==> src/rtl/ptp1s_pkg.sv <==
`timescale 1ns/1ps
package ptp1s_pkg;
    localparam int BYTE_W  = 8;
    localparam int TS_W    = 80;
    localparam int NS_W    = 32;
    localparam int SEC_W   = TS_W - NS_W;
    localparam int CORR_W  = 64;
    localparam int CORR_FRAC = 16;
    localparam int FL_NORM = 10;
    localparam int FL_TC   = 8;
    localparam int DLY     = 8;
    localparam logic [NS_W-1:0] NS_PER_SEC = 32'd1_000_000_000;

    typedef enum logic [1:0] {
        OP_NONE = 2'b00,
        OP_ONE  = 2'b01,
        OP_TWO  = 2'b10,
        OP_RSV  = 2'b11
    } op_e;

    typedef struct packed {
        logic              vld;
        logic              lst;
        logic [BYTE_W-1:0] dat;
    } beat_t;

    function automatic logic [15:0] oc_add(input logic [15:0] a, input logic [15:0] b);
        logic [16:0] s;
        s = {1'b0, a} + {1'b0, b};
        return s[15:0] + {15'b0, s[16]};
    endfunction
endpackage

==> src/rtl/ptp1s_delay.sv <==
`timescale 1ns/1ps
module ptp1s_delay #(
    parameter int W     = 10,
    parameter int DEPTH = 8
) (
    input  logic         clk,
    input  logic         rst_n,
    input  logic [W-1:0] d_in,
    output logic [W-1:0] tap_last,
    output logic [W-1:0] tap_prev
);
    logic [W-1:0] stg_q [DEPTH];
    logic [W-1:0] stg_d [DEPTH];

    always_comb begin
        stg_d[0] = d_in;
        for (int i = 1; i < DEPTH; i++) begin
            stg_d[i] = stg_q[i-1];
        end
    end

    always_ff @(posedge clk) begin
        for (int i = 0; i < DEPTH; i++) begin
            if (!rst_n) stg_q[i] <= '0;
            else        stg_q[i] <= stg_d[i];
        end
    end

    assign tap_last = stg_q[DEPTH-1];
    assign tap_prev = stg_q[DEPTH-2];
endmodule

==> src/rtl/ptp1s_csum.sv <==
`timescale 1ns/1ps
module ptp1s_csum
    import ptp1s_pkg::*;
#(
    parameter int FW = 80
) (
    input  logic [FW-1:0] old_f,
    input  logic [FW-1:0] new_f,
    input  logic [15:0]   hc_in,
    output logic [15:0]   hc_out
);
    localparam int NW = FW / 16;

    logic [15:0] acc;
    logic [15:0] res;

    always_comb begin
        acc = ~hc_in;
        for (int k = 0; k < NW; k++) begin
            acc = oc_add(acc, ~old_f[k*16 +: 16]);
            acc = oc_add(acc, new_f[k*16 +: 16]);
        end
        res    = ~acc;
        hc_out = (res == 16'h0000) ? 16'hFFFF : res;
    end
endmodule

==> src/rtl/ptp_onestep_ins.sv <==
`timescale 1ns/1ps
module ptp_onestep_ins
    import ptp1s_pkg::*;
#(
    parameter int OFF_W    = 16,
    parameter int ADJ_W    = 11,
    parameter int ADJ_FRAC = 3
) (
    input  logic              clk,
    input  logic              rst_n,
    input  logic              in_valid,
    input  logic [7:0]        in_data,
    input  logic              in_last,
    input  logic [1:0]        sb_op,
    input  logic [OFF_W-1:0]  sb_ts_off,
    input  logic [OFF_W-1:0]  sb_ck_off,
    input  logic              sb_ck_upd,
    input  logic              cfg_onestep_en,
    input  logic              cfg_tc_mode,
    input  logic [ADJ_W-1:0]  cfg_lat_adj,
    input  logic [TS_W-1:0]   time_in,
    output logic              out_valid,
    output logic [7:0]        out_data,
    output logic              out_last
);
    localparam int CORR_SHIFT = CORR_FRAC - ADJ_FRAC;
    localparam int PW         = OFF_W + 1;

    typedef struct packed {
        logic              in_first;
        logic [OFF_W-1:0]  in_pos;
        logic              act;
        logic              tc;
        logic              upd;
        logic [OFF_W-1:0]  toff;
        logic [OFF_W-1:0]  coff;
        logic [ADJ_W-1:0]  adj;
        logic [TS_W-1:0]   tmr;
        logic [TS_W-1:0]   oldf;
        logic [TS_W-1:0]   newf;
        logic [OFF_W-1:0]  out_pos;
        logic [7:0]        ck_lo;
    } st_t;

    st_t st_d, st_q;

    beat_t beat_in, tap_q, prev_q;
    logic [$bits(beat_t)-1:0] tap_raw, prev_raw;

    logic              sop;
    logic [NS_W:0]     ns_sum;
    logic [SEC_W-1:0]  sec_nx;
    logic [OFF_W-1:0]  in_p;
    logic [PW-1:0]     in_fl, o_fl;
    logic              in_fld, o_fld;
    logic [PW-1:0]     o_idx;
    logic [6:0]        o_sh;
    logic [TS_W-1:0]   o_shifted;
    logic [15:0]       hc_new;

    assign beat_in = '{vld: in_valid, lst: in_last, dat: in_data};

    ptp1s_delay #(.W($bits(beat_t)), .DEPTH(DLY)) u_delay (
        .clk      (clk),
        .rst_n    (rst_n),
        .d_in     (beat_in),
        .tap_last (tap_raw),
        .tap_prev (prev_raw)
    );

    assign tap_q  = beat_t'(tap_raw);
    assign prev_q = beat_t'(prev_raw);

    ptp1s_csum #(.FW(TS_W)) u_csum (
        .old_f  (st_q.oldf),
        .new_f  (st_q.newf),
        .hc_in  ({tap_q.dat, prev_q.dat}),
        .hc_out (hc_new)
    );

    always_comb begin
        st_d   = st_q;
        sop    = in_valid && st_q.in_first;
        ns_sum = '0;
        sec_nx = '0;

        // ---- input side: sample per-frame context on the first byte ----
        if (sop) begin
            st_d.act  = cfg_onestep_en && (op_e'(sb_op) == OP_ONE);
            st_d.tc   = cfg_tc_mode;
            st_d.upd  = sb_ck_upd;
            st_d.toff = sb_ts_off;
            st_d.coff = sb_ck_off;
            st_d.adj  = cfg_lat_adj;
            st_d.tmr  = time_in;
            st_d.oldf = '0;
            ns_sum = {1'b0, time_in[NS_W-1:0]}
                   + (NS_W+1)'(cfg_lat_adj[ADJ_W-1:ADJ_FRAC]);
            sec_nx = time_in[TS_W-1:NS_W];
            if (ns_sum >= {1'b0, NS_PER_SEC}) begin
                ns_sum = ns_sum - {1'b0, NS_PER_SEC};
                sec_nx = sec_nx + SEC_W'(1);
            end
            st_d.newf = cfg_tc_mode ? '0 : {sec_nx, ns_sum[NS_W-1:0]};
        end

        in_p   = sop ? '0 : st_q.in_pos;
        in_fl  = st_d.tc ? PW'(FL_TC) : PW'(FL_NORM);
        in_fld = in_valid && ({1'b0, in_p} >= {1'b0, st_d.toff})
                          && ({1'b0, in_p} <  {1'b0, st_d.toff} + in_fl);
        if (in_fld) begin
            st_d.oldf = {st_d.oldf[TS_W-BYTE_W-1:0], in_data};
        end
        if (in_fld && st_d.tc && ({1'b0, in_p} == {1'b0, st_d.toff} + PW'(FL_TC - 1))) begin
            st_d.newf = {{(TS_W-CORR_W){1'b0}},
                         st_d.oldf[CORR_W-1:0] + st_d.tmr[CORR_W-1:0]
                         + (CORR_W'(st_d.adj) << CORR_SHIFT)};
        end
        if (in_valid) begin
            st_d.in_pos   = in_p + OFF_W'(1);
            st_d.in_first = in_last;
        end

        // ---- output side: patch bytes leaving the delay line ----
        out_valid = tap_q.vld;
        out_last  = tap_q.lst;
        out_data  = tap_q.dat;
        o_fl      = st_q.tc ? PW'(FL_TC) : PW'(FL_NORM);
        o_idx     = {1'b0, st_q.out_pos} - {1'b0, st_q.toff};
        o_fld     = st_q.act && tap_q.vld
                    && ({1'b0, st_q.out_pos} >= {1'b0, st_q.toff})
                    && ({1'b0, st_q.out_pos} <  {1'b0, st_q.toff} + o_fl);
        o_sh      = 7'((o_fl[3:0] - 4'd1 - o_idx[3:0])) << 3;
        o_shifted = st_q.newf >> o_sh;
        if (tap_q.vld) begin
            if (o_fld) begin
                out_data = o_shifted[7:0];
            end else if (st_q.act && st_q.upd && st_q.out_pos == st_q.coff) begin
                out_data   = hc_new[15:8];
                st_d.ck_lo = hc_new[7:0];
            end else if (st_q.act && st_q.upd && st_q.out_pos == st_q.coff + OFF_W'(1)) begin
                out_data = st_q.ck_lo;
            end
            st_d.out_pos = tap_q.lst ? '0 : st_q.out_pos + OFF_W'(1);
        end
    end

    always_ff @(posedge clk) begin
        if (!rst_n) begin
            st_q          <= '0;
            st_q.in_first <= 1'b1;
        end else begin
            st_q <= st_d;
        end
    end

    AST_LAST_NEEDS_VALID: assert property (@(posedge clk) disable iff (!rst_n)
        out_last |-> out_valid);

    AST_NS_BELOW_SEC: assert property (@(posedge clk) disable iff (!rst_n)
        (st_q.act && !st_q.tc && st_q.tmr[NS_W-1:0] < NS_PER_SEC)
        |-> (st_q.newf[NS_W-1:0] < NS_PER_SEC));

    AST_SEC_STEP: assert property (@(posedge clk) disable iff (!rst_n)
        (st_q.act && !st_q.tc)
        |-> (st_q.newf[TS_W-1:NS_W] == st_q.tmr[TS_W-1:NS_W]
          || st_q.newf[TS_W-1:NS_W] == st_q.tmr[TS_W-1:NS_W] + SEC_W'(1)));

    AST_TC_SIGN: assert property (@(posedge clk) disable iff (!rst_n)
        (sop && cfg_tc_mode && cfg_onestep_en && sb_op == OP_ONE)
        |-> !time_in[CORR_W-1]);

    AST_CK_AFTER_FIELD: assert property (@(posedge clk) disable iff (!rst_n)
        (sop && cfg_onestep_en && sb_op == OP_ONE && sb_ck_upd)
        |-> ({1'b0, sb_ck_off} >= {1'b0, sb_ts_off}
             + (cfg_tc_mode ? PW'(FL_TC) : PW'(FL_NORM))));
endmodule

==> config.mk <==
export PLATFORM = sky130hd
export DESIGN_NAME = ptp_onestep_ins
export DESIGN_NICKNAME = d
export VERILOG_FILES = /design/src/rtl/ptp1s_pkg.sv /design/src/rtl/ptp1s_delay.sv /design/src/rtl/ptp1s_csum.sv /design/src/rtl/ptp_onestep_ins.sv
export SDC_FILE = /design/constraint.sdc
export NUM_CORES = 2
export LEC_CHECK = 0
export ABC_AREA = 1
export CAP_MARGIN = 20
export CELL_PAD_IN_SITES_DETAIL_PLACEMENT = 0
export CELL_PAD_IN_SITES_GLOBAL_PLACEMENT = 1
export CORE_ASPECT_RATIO = 1.5
export CORE_MARGIN = 2
export CORE_UTILIZATION = 30
export CTS_BUF_LIST = sky130_fd_sc_hd__clkbuf_2 sky130_fd_sc_hd__clkbuf_4 sky130_fd_sc_hd__clkbuf_8
export DETAILED_ROUTE_END_ITERATION = 12
export HOLD_SLACK_MARGIN = 0.15
export PLACE_DENSITY_LB_ADDON = 0.1
export RECOVER_POWER = 100
export SKIP_LAST_GASP = 1
export SYNTH_ARGS = -nofsm -noshare
export SYNTH_HDL_FRONTEND = slang
export SYNTH_SLANG_ARGS = --single-unit
export TNS_END_PERCENT = 50
==> constraint.sdc <==
create_clock -name clk -period 44.2 [get_ports clk]
set_clock_uncertainty 0.2 [all_clocks]
set_input_delay 11.05 -clock clk [delete_from_list [all_inputs] [get_ports clk]]
set_output_delay 11.05 -clock clk [all_outputs]
set_load 0.1 [all_outputs]
==> summary.md <==
| Metric | Value |
|---|---|
| Status | finished, violations left |
| Failing checks | capacitance limit, slew limit |
| R2r setup slk | 15,630 ps |
| Initial Util | 30.2% |
| Hold Path Origin | u_delay.stg_q[1][20] |
| Area post-placement | 0.0429 mm^2 |
| First-pass GRT wire length | 262,000 um |
| Area grow syn2layout | 12.8% |
| Most frequent cells after synthesis | nand2_1 (1,397), inv_1 (1,002), nor2_1 (707) |
| Die ar. | 0.135 mm^2 |
| Initial antenna violation count | 3 |
| CTS tree | yes |
| H-tree Lvls | 3 |
| WP data arrival | 29,460 ps |
| Netlist Area Pre-Place | 0.0397 mm^2 |
| Register area share after synthesis | 19.7% |
| Final wirelength | 179,000 um |
| Starting DRC count in detailed routing | 2,086 |
| Synth area leader | dfxtp_1 |
| Synth cell types | 56 |
| Share of the synthesized area in the top cell type | 19.7% |
| Worst-case clock buffer depth | 3 |
| Core area | 0.132 mm^2 |
| Worst-path fanout max | 16 |
| DP HPWL | 150,000 um |
| Clk root buf | clkbuf_8 |
| Endpoints failing hold | 0 |
| Number of global-route vias before repair | 41.4k |
| Row cnt | 163 |
| Reg2Reg Launch Point | st_q[104] |
| Hold Path Class | reg -> reg |
| Worst slew pin tran | 3540 ps |
| Hold Path Sink | u_delay.stg_q[1][30] |
| Worst path most repeated cell | nand2_1 |
| Worst slew margin | -136% |
| Port bufs | 149 |
| # DRC | 0 |
| Yosys reg bits | 391 |
| Share of cells above drive strength 1 | 5.03% |
| Post-route cell area | 0.0448 mm^2 |
| Pins Over Slew Limit | 673 |
| Grt total ovfl | 0 |
| Total track usage | 26.1% |
| Via count | 41.5k |
| Worst path max stage delay | 430 ps |
| Via/cell ratio | 5.00 |
| Asr flop ratio synth | 0% |
| Num ports | 150 |
| Depth of the worst register-to-register path | 195 |
| CTS sink cnt | 391 |
| Syn avg cell area | 6.19 um^2 |
| Post-Syn Nets | 6,964 |
| Nets | 7,062 |
| Final setup viols | 0 |
| Post-synth EDFFs | 0 |
| Worst hold path depth | 2 |
| Die X | 301 um |
| Ys flop type | dfxtp_1 |
| Largest net degree at the start of global routing | 147 |
| Final min period | 40,710 ps |
| Crit Reg-Reg Endpoint | st_q[0] |
| Die height | 450 um |
| Clock latency on the worst-skew pair | 840 ps |
| Synth area leaders | dfxtp_1 (20%), nand2_1 (13%), ha_1 (12%) |
| Syn Inst Count | 6,418 |
| Crit Path Category | reg -> out |
| Routed wire per std cell | 21.6 um |
| Max Cap Viol | 12 |
| CTS Buf Count | 77 |
| Fillcell total | 14.9k |
| Routability cong. | 0.937 |
| F_max | 24.6 MHz |
| Syn. warnings | 0 |
| Slowest CP cell | fa_1 |
| CP Data Required Time | 32,950 ps |
| Most common cell in the netlist | nand2_1 |
| Crit start category | flip-flop |
| Fin crit share | 92.1% |
| Finished Core Util | 34.1% |
| Crit path capture type | output pin |
| CTS clk-pin slew, worst paths | 60 ps |
| Antenna-violating nets left | 0 |
| Detailed Routing Iterations Pass 1 | 8 |
-- cell families after synthesis --
kind of cell,share of synthesized area (%)
buffers and inverters,11.5
XOR/XNOR,8.68
AO/OA/AOI/OAI,14.8
adder cells (fa/ha/maj),13.3
flip-flops,19.7
multiplexers,0.202
AND/OR/NAND/NOR,31.9
-- what timing repair did --
item                                    in CTS  in global routing
pin swaps                                    0                  6
endpoints found under the hold margin        1                  0
hold buffers                                 1                  0
buffers inserted                             0                  3
resized for setup                            1                 83
endpoints found under the setup margin       1                  8
-- state kept, by name (all words and copies together) (netlist names) --
| name | flops |
|---|---|
| st_q | 311 |
| u_delay.stg_q | 80 |
-- placed cells by master, fill, tap and decap left out, drive strengths merged, types with 8 or more instances in the layout --
| master | n |
|---|---|
| ha | 380 |
| nor3 | 103 |
| o221ai | 11 |
| xor2 | 288 |
| buf | 24 |
| nand2 | 1404 |
| a21o | 32 |
| clkdlybuf4s50 | 137 |
| o21bai | 40 |
| a31oi | 19 |
| mux2i | 8 |
| a211oi | 10 |
| nand3b | 22 |
| o21a | 15 |
| fa | 26 |
| xnor2 | 103 |
| or2 | 85 |
| inv | 1021 |
| clkinv | 19 |
| nor4 | 33 |
| nor2 | 720 |
| o211ai | 25 |
| o21ai | 412 |
| o22ai | 10 |
| dfxtp | 391 |
| clkbuf | 120 |
| nand4 | 77 |
| a21oi | 465 |
| nand3 | 515 |
-- per-layer routing --
metal / up-vias / track usage (%) / wire length, um
li1: 20900 / - / -
met1: 19400 / 28.2 / 69500
met2: 874 / 49.5 / 94300
met3: 294 / 2.63 / 5690
met4: 4 / 13.1 / 9900
met5: - / 0 / 23
-- area by class of cell --
cell class / count / area, um^2 / share of cell area, %
diodes: 1 / 2.50 / 0.00558
clock buffers: 109 / 1430 / 3.18
clock inverters: 28 / 378 / 0.843
inverters: 1026 / 3850 / 8.60
multi-input cells: 4844 / 27500 / 61.4
flip-flops and latches: 391 / 7830 / 17.5
well taps: 1732 / 2170 / 4.84
repair buffers: 176 / 1660 / 3.71
-- worst max-delay path by stage --
stage | endpoint | slack, ps | cells past startpoint | from
after CTS | out_data[2] | 30 | 190 | st_q[104]
after floorplan | out_data[5] | 5290 | 190 | st_q[104]
after global routing | out_data[7] | -20 | 194 | st_q[104]
after global placement | out_data[4] | 1540 | 190 | st_q[104]
final | out_data[4] | 3490 | 196 | st_q[104]
after detailed placement | out_data[4] | 1010 | 190 | st_q[104]
-- worst max-delay path: cells and delay by family, from the launching register on --
family / cells / cell delay, ps
DFF: 1 / 320
xor gates and xnor gates: 8 / 1210
and+or+nand+nor: 107 / 13680
AOI/OAI and AO/OA: 36 / 5340
adders and majority gates: 27 / 6820
buffers and inverters: 18 / 1350
-- per-stage QoR --
step	TNS (ps)	std cells	worst slack, ps	hold WS, ps
2_1_floorplan	0	6418	5290	190
4_1_cts	0	8303	27.1	165
6_report	0	8307	3490	190
5_1_grt	-71.9	8307	-22.9	224
3_3_place_gp	0	8165	1540	192
3_5_place_dp	0	8165	1010	195
Power is left out: the tool's default activity adds up to more than one toggle a clock period on the data nets, which glitch-free logic cannot reach.
